--- src/rtl/dmac_csr_pkg.sv ---
package dmac_csr_pkg;
  localparam int ADDR_W = 12;
  localparam int DATA_W = 32;
  localparam int SLOT_W = 3;   // channel index field width in the address

  // global register word indices (byte offset / 4)
  localparam logic [3:0] GW_STAT    = 4'd0;
  localparam logic [3:0] GW_TC_MSK  = 4'd1;
  localparam logic [3:0] GW_TC_CLR  = 4'd2;
  localparam logic [3:0] GW_ERR_MSK = 4'd3;
  localparam logic [3:0] GW_ERR_CLR = 4'd4;
  localparam logic [3:0] GW_TC_RAW  = 4'd5;
  localparam logic [3:0] GW_ERR_RAW = 4'd6;
  localparam logic [3:0] GW_ENBL    = 4'd7;
  localparam logic [3:0] GW_CFG     = 4'd12;
  localparam logic [3:0] GW_SYNC    = 4'd13;

  // channel window word indices
  typedef enum logic [2:0] {
    CW_SRC = 3'd0, CW_DST = 3'd1, CW_NEXT = 3'd2, CW_CTRL = 3'd3, CW_CFG = 3'd4
  } chan_word_e;

  // configuration bit positions decoded by this block
  localparam int CB_ENABLE   = 0;
  localparam int CB_ERR_MASK = 14;
  localparam int CB_TC_MASK  = 15;

  function automatic logic [7:0] id_byte(input logic [2:0] idx, input int nch);
    case (idx)
      3'd0:    id_byte = (nch == 8) ? 8'h80 : 8'h81;
      3'd1:    id_byte = 8'h10;
      3'd2:    id_byte = 8'h04;
      3'd3:    id_byte = 8'h0A;
      3'd4:    id_byte = 8'h0D;
      3'd5:    id_byte = 8'hF0;
      3'd6:    id_byte = 8'h05;
      default: id_byte = 8'hB1;
    endcase
  endfunction
endpackage

--- src/rtl/dmac_flag_bank.sv ---
module dmac_flag_bank #(
  parameter int N = 8
) (
  input  logic         clk,
  input  logic         rst_n,
  input  logic [N-1:0] set_i,
  input  logic         clr_en_i,
  input  logic [N-1:0] clr_mask_i,
  output logic [N-1:0] raw_o
);
  logic [N-1:0] clr_eff;

  assign clr_eff = clr_en_i ? clr_mask_i : '0;

  always_ff @(posedge clk or negedge rst_n) begin
    if (!rst_n) raw_o <= '0;
    else        raw_o <= (raw_o & ~clr_eff) | set_i;
  end

  p_set_wins_r5: assert property (@(posedge clk) disable iff (!rst_n)
    (set_i != '0) |=> ((raw_o & $past(set_i)) == $past(set_i)));

  p_clear_ones_r4: assert property (@(posedge clk) disable iff (!rst_n)
    (clr_en_i && (set_i == '0)) |=> ((raw_o & $past(clr_mask_i)) == '0));

  p_no_spontaneous_r3: assert property (@(posedge clk) disable iff (!rst_n)
    (set_i == '0) |=> ((raw_o & ~$past(raw_o)) == '0));
endmodule

--- src/rtl/dmac_chan_regs.sv ---
module dmac_chan_regs
  import dmac_csr_pkg::*;
#(
  parameter int DW = DATA_W
) (
  input  logic          clk,
  input  logic          rst_n,
  input  logic          wr_en_i,
  input  logic [2:0]    word_i,
  input  logic [DW-1:0] wdata_i,
  output logic [DW-1:0] src_o,
  output logic [DW-1:0] dst_o,
  output logic [DW-1:0] next_o,
  output logic [DW-1:0] ctrl_o,
  output logic [DW-1:0] cfg_o
);
  always_ff @(posedge clk or negedge rst_n) begin
    if (!rst_n) begin
      src_o  <= '0;
      dst_o  <= '0;
      next_o <= '0;
      ctrl_o <= '0;
      cfg_o  <= '0;
    end else if (wr_en_i) begin
      case (word_i)
        CW_SRC:  src_o  <= wdata_i;
        CW_DST:  dst_o  <= wdata_i;
        CW_NEXT: next_o <= wdata_i;
        CW_CTRL: ctrl_o <= wdata_i;
        CW_CFG:  cfg_o  <= wdata_i;
        default: ;
      endcase
    end
  end

  p_cfg_hold_r12: assert property (@(posedge clk) disable iff (!rst_n)
    !wr_en_i |=> $stable(cfg_o));
endmodule

--- src/rtl/dmac_csr.sv ---
module dmac_csr
  import dmac_csr_pkg::*;
#(
  parameter int NCH = 8
) (
  input  logic                  clk,
  input  logic                  rst_n,
  input  logic                  acc_valid,
  input  logic                  acc_write,
  input  logic [ADDR_W-1:0]     acc_addr,
  input  logic [DATA_W-1:0]     acc_wdata,
  output logic                  rsp_valid,
  output logic [DATA_W-1:0]     rsp_rdata,
  input  logic [NCH-1:0]        tc_set,
  input  logic [NCH-1:0]        err_set,
  output logic                  irq,
  output logic                  ctrl_enable,
  output logic [DATA_W-1:0]     glb_cfg,
  output logic [NCH*DATA_W-1:0] ch_src,
  output logic [NCH*DATA_W-1:0] ch_dst,
  output logic [NCH*DATA_W-1:0] ch_next,
  output logic [NCH*DATA_W-1:0] ch_ctrl,
  output logic [NCH*DATA_W-1:0] ch_cfg
);
  localparam int DW = DATA_W;

  // address decode
  logic              wr, rd;
  logic              is_glb, is_chan, is_id, chan_ok;
  logic [3:0]        gword;
  logic [SLOT_W-1:0] cidx;
  logic [2:0]        cword;

  assign wr      = acc_valid && acc_write;
  assign rd      = acc_valid && !acc_write;
  assign is_glb  = (acc_addr[11:6] == 6'd0);
  assign is_chan = (acc_addr[11:8] == 4'h1);
  assign is_id   = (acc_addr[11:5] == 7'h7F);
  assign gword   = acc_addr[5:2];
  assign cidx    = acc_addr[7:5];
  assign cword   = acc_addr[4:2];
  assign chan_ok = is_chan && (32'(cidx) < 32'(NCH));

  // per-channel register windows
  logic [DW-1:0] src_a [NCH];
  logic [DW-1:0] dst_a [NCH];
  logic [DW-1:0] nxt_a [NCH];
  logic [DW-1:0] ctl_a [NCH];
  logic [DW-1:0] cfg_a [NCH];
  logic [NCH-1:0] tc_mask, err_mask, en_map;

  for (genvar g = 0; g < NCH; g++) begin : g_ch
    dmac_chan_regs #(.DW(DW)) u_regs (
      .clk    (clk),
      .rst_n  (rst_n),
      .wr_en_i(wr && chan_ok && (cidx == SLOT_W'(g))),
      .word_i (cword),
      .wdata_i(acc_wdata),
      .src_o  (src_a[g]),
      .dst_o  (dst_a[g]),
      .next_o (nxt_a[g]),
      .ctrl_o (ctl_a[g]),
      .cfg_o  (cfg_a[g])
    );
    assign ch_src [g*DW +: DW] = src_a[g];
    assign ch_dst [g*DW +: DW] = dst_a[g];
    assign ch_next[g*DW +: DW] = nxt_a[g];
    assign ch_ctrl[g*DW +: DW] = ctl_a[g];
    assign ch_cfg [g*DW +: DW] = cfg_a[g];
    assign tc_mask[g]  = cfg_a[g][CB_TC_MASK];
    assign err_mask[g] = cfg_a[g][CB_ERR_MASK];
    assign en_map[g]   = cfg_a[g][CB_ENABLE];
  end

  // sticky flags
  logic [NCH-1:0] tc_raw, err_raw, tc_act, err_act;

  dmac_flag_bank #(.N(NCH)) u_tc (
    .clk       (clk),
    .rst_n     (rst_n),
    .set_i     (tc_set),
    .clr_en_i  (wr && is_glb && (gword == GW_TC_CLR)),
    .clr_mask_i(acc_wdata[NCH-1:0]),
    .raw_o     (tc_raw)
  );

  dmac_flag_bank #(.N(NCH)) u_err (
    .clk       (clk),
    .rst_n     (rst_n),
    .set_i     (err_set),
    .clr_en_i  (wr && is_glb && (gword == GW_ERR_CLR)),
    .clr_mask_i(acc_wdata[NCH-1:0]),
    .raw_o     (err_raw)
  );

  assign tc_act  = tc_raw & tc_mask;
  assign err_act = err_raw & err_mask;
  assign irq     = |(tc_act | err_act);

  // global words
  logic [DW-1:0] sync_q;

  always_ff @(posedge clk or negedge rst_n) begin
    if (!rst_n) begin
      glb_cfg <= '0;
      sync_q  <= '0;
    end else if (wr && is_glb) begin
      if (gword == GW_CFG)  glb_cfg <= acc_wdata;
      if (gword == GW_SYNC) sync_q  <= acc_wdata;
    end
  end

  assign ctrl_enable = glb_cfg[0];

  // read path
  logic [DW-1:0] rd_mux, chan_word;

  always_comb begin
    chan_word = '0;
    for (int k = 0; k < NCH; k++) begin
      if (cidx == SLOT_W'(k)) begin
        case (cword)
          CW_SRC:  chan_word = src_a[k];
          CW_DST:  chan_word = dst_a[k];
          CW_NEXT: chan_word = nxt_a[k];
          CW_CTRL: chan_word = ctl_a[k];
          CW_CFG:  chan_word = cfg_a[k];
          default: chan_word = '0;
        endcase
      end
    end
  end

  always_comb begin
    rd_mux = '0;
    if (is_id) begin
      rd_mux = DW'(id_byte(cword, NCH));
    end else if (chan_ok) begin
      rd_mux = chan_word;
    end else if (is_glb) begin
      case (gword)
        GW_STAT:    rd_mux = DW'(tc_act | err_act);
        GW_TC_MSK:  rd_mux = DW'(tc_act);
        GW_ERR_MSK: rd_mux = DW'(err_act);
        GW_TC_RAW:  rd_mux = DW'(tc_raw);
        GW_ERR_RAW: rd_mux = DW'(err_raw);
        GW_ENBL:    rd_mux = DW'(en_map);
        GW_CFG:     rd_mux = glb_cfg;
        GW_SYNC:    rd_mux = sync_q;
        default:    rd_mux = '0;
      endcase
    end
  end

  always_ff @(posedge clk or negedge rst_n) begin
    if (!rst_n) begin
      rsp_valid <= 1'b0;
      rsp_rdata <= '0;
    end else begin
      rsp_valid <= rd;
      rsp_rdata <= rd ? rd_mux : '0;
    end
  end

  p_rsp_read_r2: assert property (@(posedge clk) disable iff (!rst_n)
    rd |=> rsp_valid);

  p_rsp_idle_r2: assert property (@(posedge clk) disable iff (!rst_n)
    !rd |=> !rsp_valid);

  p_enable_hold_r9: assert property (@(posedge clk) disable iff (!rst_n)
    !wr |=> $stable(ctrl_enable));
endmodule

--- config.mk ---
export PLATFORM = sky130hd
export DESIGN_NAME = dmac_csr
export DESIGN_NICKNAME = d
export VERILOG_FILES = /design/src/rtl/dmac_csr_pkg.sv /design/src/rtl/dmac_flag_bank.sv /design/src/rtl/dmac_chan_regs.sv /design/src/rtl/dmac_csr.sv
export SDC_FILE = /design/constraint.sdc
export NUM_CORES = 2
export LEC_CHECK = 0
export ABC_AREA = 0
export BUFFER_PORTS_ARGS = -buffer_cell sky130_fd_sc_hd__buf_2
export CAP_MARGIN = 40
export CORE_AREA = 3 3 543 545
export CTS_CLUSTER_DIAMETER = 40
export DETAILED_ROUTE_END_ITERATION = 16
export DIE_AREA = 0 0 546 548
export PLACE_DENSITY_LB_ADDON = 0.05
export SYNTH_ARGS = -nofsm -noshare
export SYNTH_HDL_FRONTEND = slang
export SYNTH_SLANG_ARGS = --single-unit
--- constraint.sdc ---
create_clock -name clk -period 6.7 [get_ports clk]
set_clock_uncertainty 0.15 [all_clocks]
set_input_delay 1.34 -clock clk [delete_from_list [all_inputs] [get_ports clk]]
set_output_delay 1.34 -clock clk [all_outputs]
set_load 0.01 [all_outputs]
# Yosys cells after proc, flatten, opt, wreduce, memory -nomap -nowiden
# Index checks and enable logic that the tools add are counted.
# totals
input_bits	64
output_inout_bits	1347
ff_bits	1393
word_cells	166
# op_classes
n_mux	24
eq_ne	24
reduce_logical	62
n_bitwise	10
# ops
operator	count
$pmux 32 s5	8
$mux 32	12
$pmux 32 s8	1
$reduce_and 2->1	42
$pmux 8 s7	1
$and 8x8->8	4
$or 8x8->8	4
$eq 3x3->1 const B	7
$eq 4x3->1 const B	4
$mux 8	2
$not 8->8	2
$logic_and 1x1->1	14
$eq 3x2->1 const B	4
$eq 4x1->1 const B	2
$eq 4x2->1 const B	2
$eq 4x4->1 const B	2
$reduce_or 8->1	1
$eq 7x7->1 const B	1
$eq 3x1->1 const B	2
$logic_not 3->1	2
$logic_not 6->1	1
$logic_not 4->1	1
$logic_not 1->1	1

# Longest topological paths before layout
# logic_depth
word_depth	13
ltp_mapped	12
ltp_nobuf	7

# Cells and area by module
# From an unflattened synthesis, not the netlist that was laid out.
# hier_totals
cells_unflattened	4810
hier_area_um2	65306.4
# by_module_without_submodules
module	cells_per_inst	area_each_um2	seq_area_each_um2	instances
dmac_chan_regs	343	6033.3	4003.8	8
dmac_csr	2016	16444.5	2427.3	1
dmac_flag_bank	25	297.8	200.2	2

# Worst setup path after synthesis
# OpenSTA, ideal clock, no wires.
# synth_timing
path_kind	input to register
start	input port acc_addr[2]
end	register rsp_rdata[26]
stages	7
arrival_time_ns	2.955
setup_time_ns	0.127
setup_slack_ns	3.468
t_required_ns	6.423
path_buffers	1
cell_sequence	buf_6 > mux4_2 > a32o_1 > a311o_1 > a221o_1 > nand4_1 > a31oi_1
# synth_between
elab_chain_len	13
word_cells_on_any_way	34
classes_between	eq/ne: 11; mux: 21; reduce/logical: 2
# synth_rtl
element	line	text
start, declared	dmac_csr.sv:10	input logic [ADDR_W-1:0] acc_addr,
$eq 3x3->1, or another cell as far along	dmac_csr.sv:122	case (cword)
$pmux 32 s5	dmac_csr.sv:122	
$mux 32 (8 in a row)	dmac_csr.sv:121	if (cidx == SLOT_W'(k)) begin
$mux 32 *	dmac_csr.sv:138	end else if (chan_ok) begin
$mux 32 *	dmac_csr.sv:136	if (is_id) begin
$mux 32 *	dmac_csr.sv:161	rsp_rdata <= rd ? rd_mux : '0;
end signal, assigned	dmac_csr.sv:161	
end, declared	dmac_csr.sv:13	output logic [DATA_W-1:0] rsp_rdata,
# Every way passes the cells marked *; elsewhere a longest branch is shown, timed or not.
# A chain may end at the register's enable or synchronous reset.

# Worst setup path after layout
# layout_timing
start	input port acc_addr[4]
end	register rsp_rdata[12]
# Same word-level chain as after synthesis.

==> key figures <==
Outcome
  – Status: completed

Global routing
  – GRT overflow: 0
  – Number of antenna violations at the first check in global routing: 64
  – Number of global-route vias before repair: 54700
  – Total track usage: 29.9%
  – Global-route wire length before repair: 596000 um
  – Largest net degree at the start of global routing: 152

Logic synthesis
  – Cells after synthesis: 4893
  – Largest cells by area after synthesis: dfrtp_1, mux2_2, mux2i_1
  – Sequential area share after synthesis: 54.2%
  – Top-count cell post-synth: dfrtp_1
  – Yosys cell types: 76
  – FFs w/ async S/R, synth: 100%
  – Largest area contributor in the netlist: dfrtp_1
  – Ys Warns: 0
  – Syn avg cell area: 13.1 um2
  – Syn nets: 4957
  – Cell area after synthesis: 64300 um2
  – Main synth FF type: dfrtp_1
  – Synth cell count leaders: dfrtp_1, mux2_2, mux2i_1
  – Synth top area share: 54.2%
  – Post-synth EDFFs: 0
  – FF+latch count, synth: 1393

Floorplan
  – Starting Density: 22.1%
  – Width of the die: 546 um
  – Rows: 198
  – IO Pins: 1411
  – Total Die Area: 299000 um2
  – Core ar.: 291000 um2
  – Chip Height: 548 um

Final layout
  – Area added between synthesis and finish: 41.1%
  – Fraction of layout cells with a size suffix above 1: 55.4%
  – Layout Nets: 6560
  – Multi-input gate area: 27400 um2
  – Finished Core Util: 31.2%
  – Fillers: 29800
  – Reg area: 34900 um2

Detailed routing
  – Wire per inst: 43.2 um
  – DRT antenna net count: 0
  – Vias per inst: 4.99
  – DRC Markers: 0
  – Routed via count: 53600
  – Initial DRC count: 4478
  – Initial DRT Pass Iterations: 6
  – WL final: 464000 um

Place
  – Final GP Congestion: 0.845
  – HPWL after detailed placement: 339000 um
  – I/O Buffers: 1408
  – Setup WS pre-CTS: 1.34 ns

Setup path
  – WS Path Type: in -> reg
  – Crit path cell chain: buf_8 > and2b_4 > buf_4 > buf_4 > a22oi_1 > o22ai_1 > a211oi_1 > o31ai_1 > a221oi_1 > nor3_1
  – Crit Path Max Fanout: 50
  – Reg2Reg Depth: 6
  – Most used cell, CP: buf_4
  – Data required time of the worst path: 7.32 ns
  – Critical Path AT: 5.13 ns
  – Critical Path End Type: register
  – Setup crit start kind: primary input
  – Largest stage delay, worst path: 0.79 ns
  – Slowest cell on crit path: a211oi_1

Pwr
  – Leak pwr: 46.3 nW
  – Final Power: 29.0 mW
  – Power per cell area: 320 nW/um2
  – Peak VDD IR: 0.185 mV

Clock tree
  – Clock Sinks: 1393
  – Hold-fix buffers at CTS: 0
  – Worst-path clk slew: 0.04 ns
  – CTS tree: yes
  – Post-CTS resize count: 0
  – Number of H-tree levels: 5
  – CTS root buf: clkbuf_16
  – TritonCTS buffer count: 369
  – Worst-skew pair later-pin latency: 0.93 ns
  – Post-CTS setup buffer count: 0
  – Clock Path Buffers: 4

Timing
  – Crit path time final: 4.51 ns
  – Slew HR: 22.6%
  – Final Slew Violations: 0
  – Final setup violation count: 0
  – Hold slack: 0.308 ns
  – Slew @ Worst Pin: 1.16 ns
  – Final worst path period share: 67.3%
  – Setup ws final: 2.19 ns
  – RSZ-0062 raised after global routing: false
  – Fmax: 0.222 GHz
  – Setup TNS: 0 ns
  – Final Hold Vio Count: 0

Flow run
  – Max Cap Viol: 0

Worst hold path
  – Min-Delay Path Class: in -> async
## logic make-up after synthesis
group	Yosys count	synth area share [%]
compound gates	927	9.73
mux	1654	29.2
simple gates	429	3.00
flops	1393	54.2
buf+inv	490	3.81
## power by group
group	total [mW]	internal, mW	switching [mW]
clock network	18.9	13.0	5.83
registers	8.57	8.51	0.0630
logic	1.59	0.341	1.25
total	29.0	21.9	7.14
## final timing paths
path / from / endpoint / slack, ns
max in group asynchronous: rst_n / g_ch[0].u_regs.cfg_o[0] / 4.53
hold / removal: rst_n / g_ch[3].u_regs.ctrl_o[24] / 0.31
setup reg to reg: g_ch[0].u_regs.cfg_o[15] / rsp_rdata[15] / 3.32
min in group clk: sync_q[24] / sync_q[24] / 0.35
setup / recovery: acc_addr[4] / rsp_rdata[12] / 2.19
hold reg to reg: sync_q[24] / sync_q[24] / 0.35
## stage by stage
stage / cells / cell area, um2
5_1_grt: 10700 / 90600
3_5_place_dp: 10000 / 77400
6_report: 10700 / 90700
3_3_place_gp: 9973 / 76700
2_1_floorplan: 4893 / 64300
4_1_cts: 10700 / 90600
## layout make-up
type | instances | area share (%)
sequential | 1393 | 38.4
multi-input combinational | 3010 | 30.2
clock buffer | 511 | 11.9
timing repair buffer | 1716 | 11.3
tap | 3900 | 5.38
clock inverter | 167 | 2.68
antenna | 24 | 0.0662
inverter | 6 | 0.0345
## state kept, by name (all words and copies together) (netlist names)
signal,flops
g_ch.u_regs.ctrl_o,256
rsp_valid,1
g_ch.u_regs.dst_o,256
u_tc.raw_o,8
g_ch.u_regs.cfg_o,256
sync_q,32
u_err.raw_o,8
rsp_rdata,32
g_ch.u_regs.src_o,256
g_ch.u_regs.next_o,256
glb_cfg,32
## layout by cell type (no fill, tap or decap), types with 18 or more instances in the layout
cell type   count
a22oi_1       184
bufinv_16      50
nand3_1        21
a221oi_1       60
clkbuf_1       50
a21oi_1       176
diode_2        24
clkbuf_8       86
buf_2        1414
nor3_1         20
clkinvlp_4     18
a22o_1         20
a211oi_1       30
mux4_2         39
mux2_1         88
clkbuf_16     375
o221ai_1       38
a221o_1        19
a21o_1         24
mux2i_1       234
mux2_2       1293
buf_12         54
dfrtp_1      1393
o21ai_0       146
nor2_4         44
a31oi_1        45
nand2_1       127
buf_4         233
o22ai_1        92
nor2_1        129
clkinv_2       75
## layer usage
layer	global-route usage, %	routed length (um)	vias to the layer above
met2	47.5	213000	2312
met1	39.1	199000	29100
met3	8.80	37000	488
met5	0	69	-
met4	8.84	14300	12
li1	-	-	21600
## worst max-delay path, delay by kind of cell
family	cells	cell delay [ns]
and+or+nand+nor	2	0.54
buffers and inverters	3	1.07
AOI/OAI and AO/OA	5	2.02
Note: power is estimated with default switching activity, not from simulation.
